File: src/rtl/readout_pkg.sv
package readout_pkg;
  localparam int RES_W = 20;

  typedef enum logic [2:0] {
    ST_IDLE, ST_WAIT_TOG, ST_DELAY, ST_GAP, ST_LOW, ST_HIGH, ST_FLUSH
  } rdoState_t;

  typedef struct packed {
    logic capture;
    logic load;
  } dpCtl_t;
endpackage

File: src/rtl/rdo_window.sv
module rdo_window #(
  parameter int TIME_W = 24
) (
  input  logic              clk,
  input  logic              rstN,
  input  logic              convToggle,
  input  logic [TIME_W-1:0] cfgPeriod,
  input  logic [TIME_W-1:0] cfgGuardBefore,
  input  logic [TIME_W-1:0] cfgDelayAfter,
  input  logic [TIME_W-1:0] required,
  output logic              togEdge,
  output logic              delayMet,
  output logic              deadlineHit,
  output logic              fitsWindow
);
  localparam logic [TIME_W-1:0] MAX_COUNT = '1;

  logic              togPrev;
  logic [TIME_W-1:0] sinceTog;
  logic [TIME_W-1:0] limit;

  assign togEdge = convToggle ^ togPrev;
  assign limit = (cfgPeriod > cfgGuardBefore) ? (cfgPeriod - cfgGuardBefore) : '0;
  assign delayMet = sinceTog >= cfgDelayAfter;
  assign deadlineHit = sinceTog >= limit;
  assign fitsWindow = ({1'b0, sinceTog} + {1'b0, required}) <= {1'b0, limit};

  always_ff @(posedge clk) begin
    if (!rstN) begin
      togPrev  <= 1'b0;
      sinceTog <= '0;
    end else begin
      togPrev <= convToggle;
      if (togEdge) sinceTog <= '0;
      else if (sinceTog != MAX_COUNT) sinceTog <= sinceTog + 1'b1;
    end
  end
endmodule

File: src/rtl/rdo_ctrl.sv
module rdo_ctrl
  import readout_pkg::*;
#(
  parameter int DIV_W     = 8,
  parameter int TIME_W    = 24,
  parameter int DEV_CNT_W = 4,
  parameter int DEV_IDX_W = 3
) (
  input  logic                 clk,
  input  logic                 rstN,
  input  logic [DEV_CNT_W-1:0] cfgChainLen,
  input  logic                 cfgWide,
  input  logic                 cfgModeAfter,
  input  logic [DIV_W-1:0]     cfgClkDiv,
  input  logic                 dataReadyN,
  input  logic                 togEdge,
  input  logic                 delayMet,
  input  logic                 deadlineHit,
  input  logic                 fitsWindow,
  input  logic                 slotValid,
  output logic [TIME_W-1:0]    required,
  output dpCtl_t               dpCtl,
  output logic [DEV_IDX_W-1:0] tagDev,
  output logic [1:0]           tagChan,
  output logic                 sclk,
  output logic                 burstDone,
  output logic                 overrunErr
);
  rdoState_t          state;
  logic               drPrev;
  logic               drFall;
  logic [DIV_W-1:0]   phase;
  logic               phaseDone;
  logic [4:0]         bitCnt;
  logic               lastBit;
  logic               lastWord;
  logic               bursting;
  logic               abortNow;
  logic [6:0]         devBits;

  assign drFall    = drPrev & ~dataReadyN;
  assign devBits   = cfgWide ? 7'd80 : 7'd64;
  assign required  = TIME_W'(cfgChainLen) * TIME_W'(devBits) * TIME_W'(cfgClkDiv) * TIME_W'(2);
  assign phaseDone = ({1'b0, phase} + 1'b1) >= {1'b0, cfgClkDiv};
  assign lastBit   = bitCnt == (cfgWide ? 5'd19 : 5'd15);
  assign lastWord  = (tagChan == 2'd3) && (DEV_CNT_W'(tagDev) == cfgChainLen - DEV_CNT_W'(1));
  assign bursting  = (state == ST_GAP) || (state == ST_LOW) || (state == ST_HIGH);
  assign abortNow  = bursting && (cfgModeAfter ? drFall : deadlineHit);

  always_comb begin
    dpCtl.capture = (state == ST_LOW) && phaseDone && !abortNow;
    dpCtl.load    = (state == ST_HIGH) && phaseDone && lastBit && !abortNow;
  end

  always_ff @(posedge clk) begin
    if (!rstN) begin
      state      <= ST_IDLE;
      drPrev     <= 1'b1;
      phase      <= '0;
      bitCnt     <= '0;
      tagDev     <= '0;
      tagChan    <= '0;
      sclk       <= 1'b0;
      burstDone  <= 1'b0;
      overrunErr <= 1'b0;
    end else begin
      drPrev    <= dataReadyN;
      burstDone <= 1'b0;
      if (abortNow) begin
        sclk       <= 1'b0;
        overrunErr <= 1'b1;
        state      <= ST_IDLE;
      end else begin
        case (state)
          ST_IDLE: begin
            if (drFall) begin
              bitCnt  <= '0;
              tagDev  <= '0;
              tagChan <= '0;
              if (cfgModeAfter) state <= ST_WAIT_TOG;
              else if (fitsWindow) state <= ST_GAP;
              else overrunErr <= 1'b1;
            end
          end
          ST_WAIT_TOG: begin
            if (drFall) begin
              overrunErr <= 1'b1;
              state      <= ST_IDLE;
            end else if (togEdge) begin
              state <= ST_DELAY;
            end
          end
          ST_DELAY: begin
            if (drFall) begin
              overrunErr <= 1'b1;
              state      <= ST_IDLE;
            end else if (delayMet) begin
              state <= ST_GAP;
            end
          end
          ST_GAP: begin
            if (!slotValid) begin
              phase <= '0;
              state <= ST_LOW;
            end
          end
          ST_LOW: begin
            if (phaseDone) begin
              phase <= '0;
              sclk  <= 1'b1;
              state <= ST_HIGH;
            end else begin
              phase <= phase + 1'b1;
            end
          end
          ST_HIGH: begin
            if (phaseDone) begin
              phase <= '0;
              sclk  <= 1'b0;
              if (lastBit) begin
                bitCnt <= '0;
                if (lastWord) begin
                  state <= ST_FLUSH;
                end else begin
                  tagChan <= tagChan + 1'b1;
                  if (tagChan == 2'd3) tagDev <= tagDev + 1'b1;
                  state <= ST_GAP;
                end
              end else begin
                bitCnt <= bitCnt + 1'b1;
                state  <= ST_LOW;
              end
            end else begin
              phase <= phase + 1'b1;
            end
          end
          ST_FLUSH: begin
            if (!slotValid) begin
              burstDone <= 1'b1;
              state     <= ST_IDLE;
            end
          end
          default: state <= ST_IDLE;
        endcase
      end
    end
  end

  assert_err_sticky_R12: assert property (@(posedge clk) disable iff (!rstN)
    overrunErr |=> overrunErr);

  assert_done_after_accept_R11: assert property (@(posedge clk) disable iff (!rstN)
    burstDone |-> !slotValid);

  assert_word_start_empty_R10: assert property (@(posedge clk) disable iff (!rstN)
    ($rose(sclk) && bitCnt == 5'd0) |-> !slotValid);

  assert_idle_clock_low_R5: assert property (@(posedge clk) disable iff (!rstN)
    (state == ST_IDLE || state == ST_WAIT_TOG || state == ST_DELAY) |-> !sclk);
endmodule

File: src/rtl/rdo_datapath.sv
module rdo_datapath
  import readout_pkg::*;
#(
  parameter int DEV_IDX_W = 3
) (
  input  logic                 clk,
  input  logic                 rstN,
  input  dpCtl_t               dpCtl,
  input  logic                 sdi,
  input  logic                 cfgWide,
  input  logic [DEV_IDX_W-1:0] tagDev,
  input  logic [1:0]           tagChan,
  input  logic                 wordReady,
  output logic                 wordValid,
  output logic [RES_W-1:0]     wordData,
  output logic [DEV_IDX_W-1:0] wordDev,
  output logic [1:0]           wordChan
);
  logic [RES_W-1:0] shiftReg;

  always_ff @(posedge clk) begin
    if (!rstN) begin
      shiftReg  <= '0;
      wordValid <= 1'b0;
      wordData  <= '0;
      wordDev   <= '0;
      wordChan  <= '0;
    end else begin
      if (dpCtl.capture) shiftReg <= {shiftReg[RES_W-2:0], sdi};
      if (dpCtl.load) begin
        wordValid <= 1'b1;
        wordData  <= cfgWide ? shiftReg : {4'b0, shiftReg[15:0]};
        wordDev   <= tagDev;
        wordChan  <= tagChan;
      end else if (wordValid && wordReady) begin
        wordValid <= 1'b0;
      end
    end
  end

  assert_load_into_empty_R10: assert property (@(posedge clk) disable iff (!rstN)
    dpCtl.load |-> !wordValid);

  assert_hold_until_taken_R10: assert property (@(posedge clk) disable iff (!rstN)
    (wordValid && !wordReady) |=> (wordValid && $stable(wordData) && $stable(wordDev) && $stable(wordChan)));
endmodule

File: src/rtl/daisy_readout.sv
module daisy_readout
  import readout_pkg::*;
#(
  parameter int MAX_DEV   = 8,
  parameter int DIV_W     = 8,
  parameter int TIME_W    = 24,
  localparam int DEV_CNT_W = $clog2(MAX_DEV + 1),
  localparam int DEV_IDX_W = (MAX_DEV > 1) ? $clog2(MAX_DEV) : 1
) (
  input  logic                 clk,
  input  logic                 rstN,
  input  logic [DEV_CNT_W-1:0] cfgChainLen,
  input  logic                 cfgWide,
  input  logic                 cfgModeAfter,
  input  logic [DIV_W-1:0]     cfgClkDiv,
  input  logic [TIME_W-1:0]    cfgPeriod,
  input  logic [TIME_W-1:0]    cfgGuardBefore,
  input  logic [TIME_W-1:0]    cfgDelayAfter,
  input  logic                 dataReadyN,
  input  logic                 convToggle,
  input  logic                 sdi,
  output logic                 sclk,
  output logic                 wordValid,
  input  logic                 wordReady,
  output logic [RES_W-1:0]     wordData,
  output logic [DEV_IDX_W-1:0] wordDev,
  output logic [1:0]           wordChan,
  output logic                 burstDone,
  output logic                 overrunErr
);
  logic                 togEdge;
  logic                 delayMet;
  logic                 deadlineHit;
  logic                 fitsWindow;
  logic [TIME_W-1:0]    required;
  dpCtl_t               dpCtl;
  logic [DEV_IDX_W-1:0] tagDev;
  logic [1:0]           tagChan;

  rdo_window #(.TIME_W(TIME_W)) uWindow (
    .clk(clk), .rstN(rstN), .convToggle(convToggle),
    .cfgPeriod(cfgPeriod), .cfgGuardBefore(cfgGuardBefore), .cfgDelayAfter(cfgDelayAfter),
    .required(required), .togEdge(togEdge), .delayMet(delayMet),
    .deadlineHit(deadlineHit), .fitsWindow(fitsWindow)
  );

  rdo_ctrl #(.DIV_W(DIV_W), .TIME_W(TIME_W), .DEV_CNT_W(DEV_CNT_W), .DEV_IDX_W(DEV_IDX_W)) uCtrl (
    .clk(clk), .rstN(rstN), .cfgChainLen(cfgChainLen), .cfgWide(cfgWide),
    .cfgModeAfter(cfgModeAfter), .cfgClkDiv(cfgClkDiv), .dataReadyN(dataReadyN),
    .togEdge(togEdge), .delayMet(delayMet), .deadlineHit(deadlineHit),
    .fitsWindow(fitsWindow), .slotValid(wordValid), .required(required),
    .dpCtl(dpCtl), .tagDev(tagDev), .tagChan(tagChan), .sclk(sclk),
    .burstDone(burstDone), .overrunErr(overrunErr)
  );

  rdo_datapath #(.DEV_IDX_W(DEV_IDX_W)) uData (
    .clk(clk), .rstN(rstN), .dpCtl(dpCtl), .sdi(sdi), .cfgWide(cfgWide),
    .tagDev(tagDev), .tagChan(tagChan), .wordReady(wordReady),
    .wordValid(wordValid), .wordData(wordData), .wordDev(wordDev), .wordChan(wordChan)
  );
endmodule

File: config.mk
export PLATFORM = sky130hd
export DESIGN_NAME = daisy_readout
export DESIGN_NICKNAME = d
export VERILOG_FILES = /design/src/rtl/readout_pkg.sv /design/src/rtl/rdo_window.sv /design/src/rtl/rdo_ctrl.sv /design/src/rtl/rdo_datapath.sv /design/src/rtl/daisy_readout.sv
export SDC_FILE = /design/constraint.sdc
export NUM_CORES = 1
export LEC_CHECK = 0
export BUFFER_PORTS_ARGS = -buffer_cell sky130_fd_sc_hd__buf_2
export CAP_MARGIN = 40
export CORE_MARGIN = 4
export CORE_UTILIZATION = 50
export DETAILED_ROUTE_END_ITERATION = 12
export PLACE_DENSITY = 0.67
export SYNTH_ARGS = -nofsm -noshare
export SYNTH_HDL_FRONTEND = slang
export SYNTH_SLANG_ARGS = --single-unit
File: constraint.sdc
create_clock -name clk -period 13.1 [get_ports clk]
set_input_delay 2.62 -clock clk [delete_from_list [all_inputs] [get_ports clk]]
set_output_delay 2.62 -clock clk [all_outputs]
set_load 0.005 [all_outputs]
==> qor.csv <==
stage;metric;value;unit
clocking;postcts setup bufs;0;
synth;YS warnings;0;
timing;final worst slack;2.345;ns
die;Initial Util;50.74;%
synth;Yosys cell types;74;
global_routing;vias in the first global route;8739;
setup_path;Worst EP arrival;11.00;ns
run_status;status;completed;
hold_path;Hold Path Class;flop to flop;
global_routing;initial antenna violation count;0;
synth;number of synthesized register bits;96;
setup_path;Critical Path Max Stage Delay;0.53;ns
die;num rows;52;
synth;syn_area_per_cell;8.122;um2
placement;post-detail-place hpwl;20330;um
final_layout;diode count;0;
final_layout;most common cell after layout, fill and taps aside;ha_1;
timing;Slew Limit Headroom;38.15;%
synth;Mapped Cells;1264;
timing;RSZ-0062 raised after global routing;no;
clocking;Post-CTS Hold Fix Bufs;0;
timing;worst slew pin tran;0.9277;ns
timing;Final Hold Viols;0;
final_layout;Syn-to-layout area delta;11.73;%
die;full die area;0.02289;mm2
run;max-cap violation count;0;
timing;Fmax achieved;92.98;MHz
clocking;Clock Sinks;96;
drt;drt first-iter violations;578;
global_routing;largest net degree at the start of global routing;46;
final_layout;non-filler cells, final;1649;
synth;EDFF count, synth;0;
global_routing;Remaining Overflow, GRT;0;
timing;skew final;0.01583;ns
timing;final hold slack;0.4810;ns
setup_path;critical path fanouts, max;24;
clocking;Inserted Clock Buffers;9;
final_layout;design area;0.01147;mm2
synth;Seq/Total Area, Yosys;18.72;%
drt;DR WL/cell;15.33;um
drt;Vias;9179;
final_layout;highest-count cells in the layout ignoring fill and taps;162 x ha_1, 131 x inv_1, 121 x buf_2;
clocking;clock transition time at the flip-flop clock pins of the worst setup and hold paths;0.08;ns
final_layout;share of layout cells above drive strength 1;11.68;%
final_layout;final core occ;56.68;%
timing;Final Slew Violations;0;
synth;Mapped Nets;1550;
global_routing;first-pass GRT wire length;42260;um
placement;dpl cells;1633;
clocking;CTS tree;built;
drt;DRC;0;
die;Die Height;151.3;um
placement;pre-CTS WS;2.073;ns
final_layout;Final nets;1660;
die;num ports;121;
setup_path;CP most frequent cell;ha_1;
synth;prevailing post-synth register cell;dfxtp_1;
timing;count of final setup violators;0;
timing;setup_tns;0;ns
power_and_ir_drop;overall power;1.217;mW
die;Die X;151.3;um
clocking;clk_lat worst skew;0.36;ns
setup_path;crit path kind;primary input to flop;
synth;ys async rst share;0;%
clocking;clk root buf;clkbuf_16;
power_and_ir_drop;PwrDens;106.1;mW/mm2
drt;drt pass-1 iters;5;
timing;fin crit share;82.10;%
setup_path;Crit. End Element;flop;
clocking;post-cts resize count;0;
placement;IO Port Bufs;120;
timing;Tmin final;10.76;ns
clocking;CTS Buffer Depth;2;
clocking;H-tree levels;3;
power_and_ir_drop;Leak;5.450;nW
drt;number of routed nets with antenna violations;0;
setup_path;Critical Path RT;13.34;ns
drt;Via density;5.566;
global_routing;total track usage;22.62;%
placement;Placed Area;0.01116;mm2
drt;routed wire length;25280;um
die;Core ar.;0.02023;mm2
setup_path;startpoint types;primary input;
placement;Final GP Congestion;0.9006;
power_and_ir_drop;Max VDD drop;0.09326;mV
synth;Mapped Area;0.01027;mm2
setup_path;Critical-path top delay cell;fa_1;
worst paths after layout:
kind,start,end,slack (ns),cells after the start
worst max-delay path,cfgWide,uCtrl.state[1]$_SDFFE_PP0P_,2.34,36
worst min-delay path,uData.shiftReg[19]$_SDFFE_PN0P_,uData.wordData[19]$_SDFFE_PN0P_,0.48,2
worst max register to register,uWindow.sinceTog[5]$_SDFFE_PP0P_,uCtrl.state[1]$_SDFFE_PP0P_,8.86,18
worst min register to register,uData.shiftReg[19]$_SDFFE_PN0P_,uData.wordData[19]$_SDFFE_PN0P_,0.48,2
report_power, final:
group | switching, mW | internal [mW]
Combinational | 0.361 | 0.276
Sequential | 0.0116 | 0.296
Clock | 0.136 | 0.137
Total | 0.508 | 0.709
synthesized netlist by cell type (all sizes together) (8+ instances only):
cell | number | area share [%]
a211oi | 13 | 1.0
a21o | 19 | 1.4
a21oi | 64 | 3.2
and2 | 44 | 2.7
and3 | 25 | 1.5
buf | 11 | 0.67
clkbuf | 16 | 0.59
dfxtp | 96 | 19
fa | 32 | 6.2
ha | 162 | 20
inv | 133 | 4.9
mux2i | 51 | 5.0
nand2 | 96 | 3.5
nand2b | 17 | 1.0
nand3 | 46 | 2.2
nand4 | 23 | 1.4
nor2 | 120 | 4.5
nor2b | 13 | 0.79
nor3 | 28 | 1.4
nor3b | 8 | 0.59
nor4 | 8 | 0.69
o2111ai | 8 | 0.74
o211ai | 8 | 0.59
o21a | 13 | 0.95
o21ai | 42 | 2.0
o22ai | 8 | 0.49
xnor2 | 38 | 3.2
xor2 | 34 | 2.9
worst max-delay path: cells and delay by family:
family	cells	cell delay (ns)
xor+xnor	3	0.50
buf+inv	5	0.54
simple gates	6	1.11
fa+ha+maj	10	3.59
compound gates	12	2.61
registers in the layout (all words and copies together), names as in the netlist:
register,count
uCtrl.bitCnt,5
uCtrl.burstDone,1
uCtrl.drPrev,1
uCtrl.overrunErr,1
uCtrl.phase,8
uCtrl.sclk,1
uCtrl.state,3
uCtrl.tagChan,2
uCtrl.tagDev,3
uData.shiftReg,20
uData.wordChan,2
uData.wordData,20
uData.wordDev,3
uData.wordValid,1
uWindow.sinceTog,24
uWindow.togPrev,1
kinds of logic after synthesis:
| logic type | count (synthesis) | share of synthesized area [%] |
|---|---|---|
| DFF | 96 | 18.72 |
| muxes | 51 | 4.973 |
| adders and majority gates | 194 | 25.98 |
| and+or+nand+nor | 454 | 22.22 |
| buffers and inverters | 160 | 6.118 |
| AOI/OAI and AO/OA | 237 | 15.84 |
| xor gates and xnor gates | 72 | 6.143 |
routing by layer:
metal	GRT usage (%)	up-vias	routed length, um
li1	-	4672	-
met4	4.941	0	335
met2	35.52	212	11230
met3	4.668	26	1588
met1	32.04	4269	12130
met5	0	-	0
final cells by class:
cell class	instances	area, um2
Tap cell	270	337.8
Multi-Input combinational cell	1008	7741
Sequential cell	96	1922
Timing Repair Buffer	126	663.1
Clock inverter	7	81.33
Fill cell	1900	8765
Clock buffer	9	225.2
Inverter	133	499.2
(Power assumes the default switching activity.)
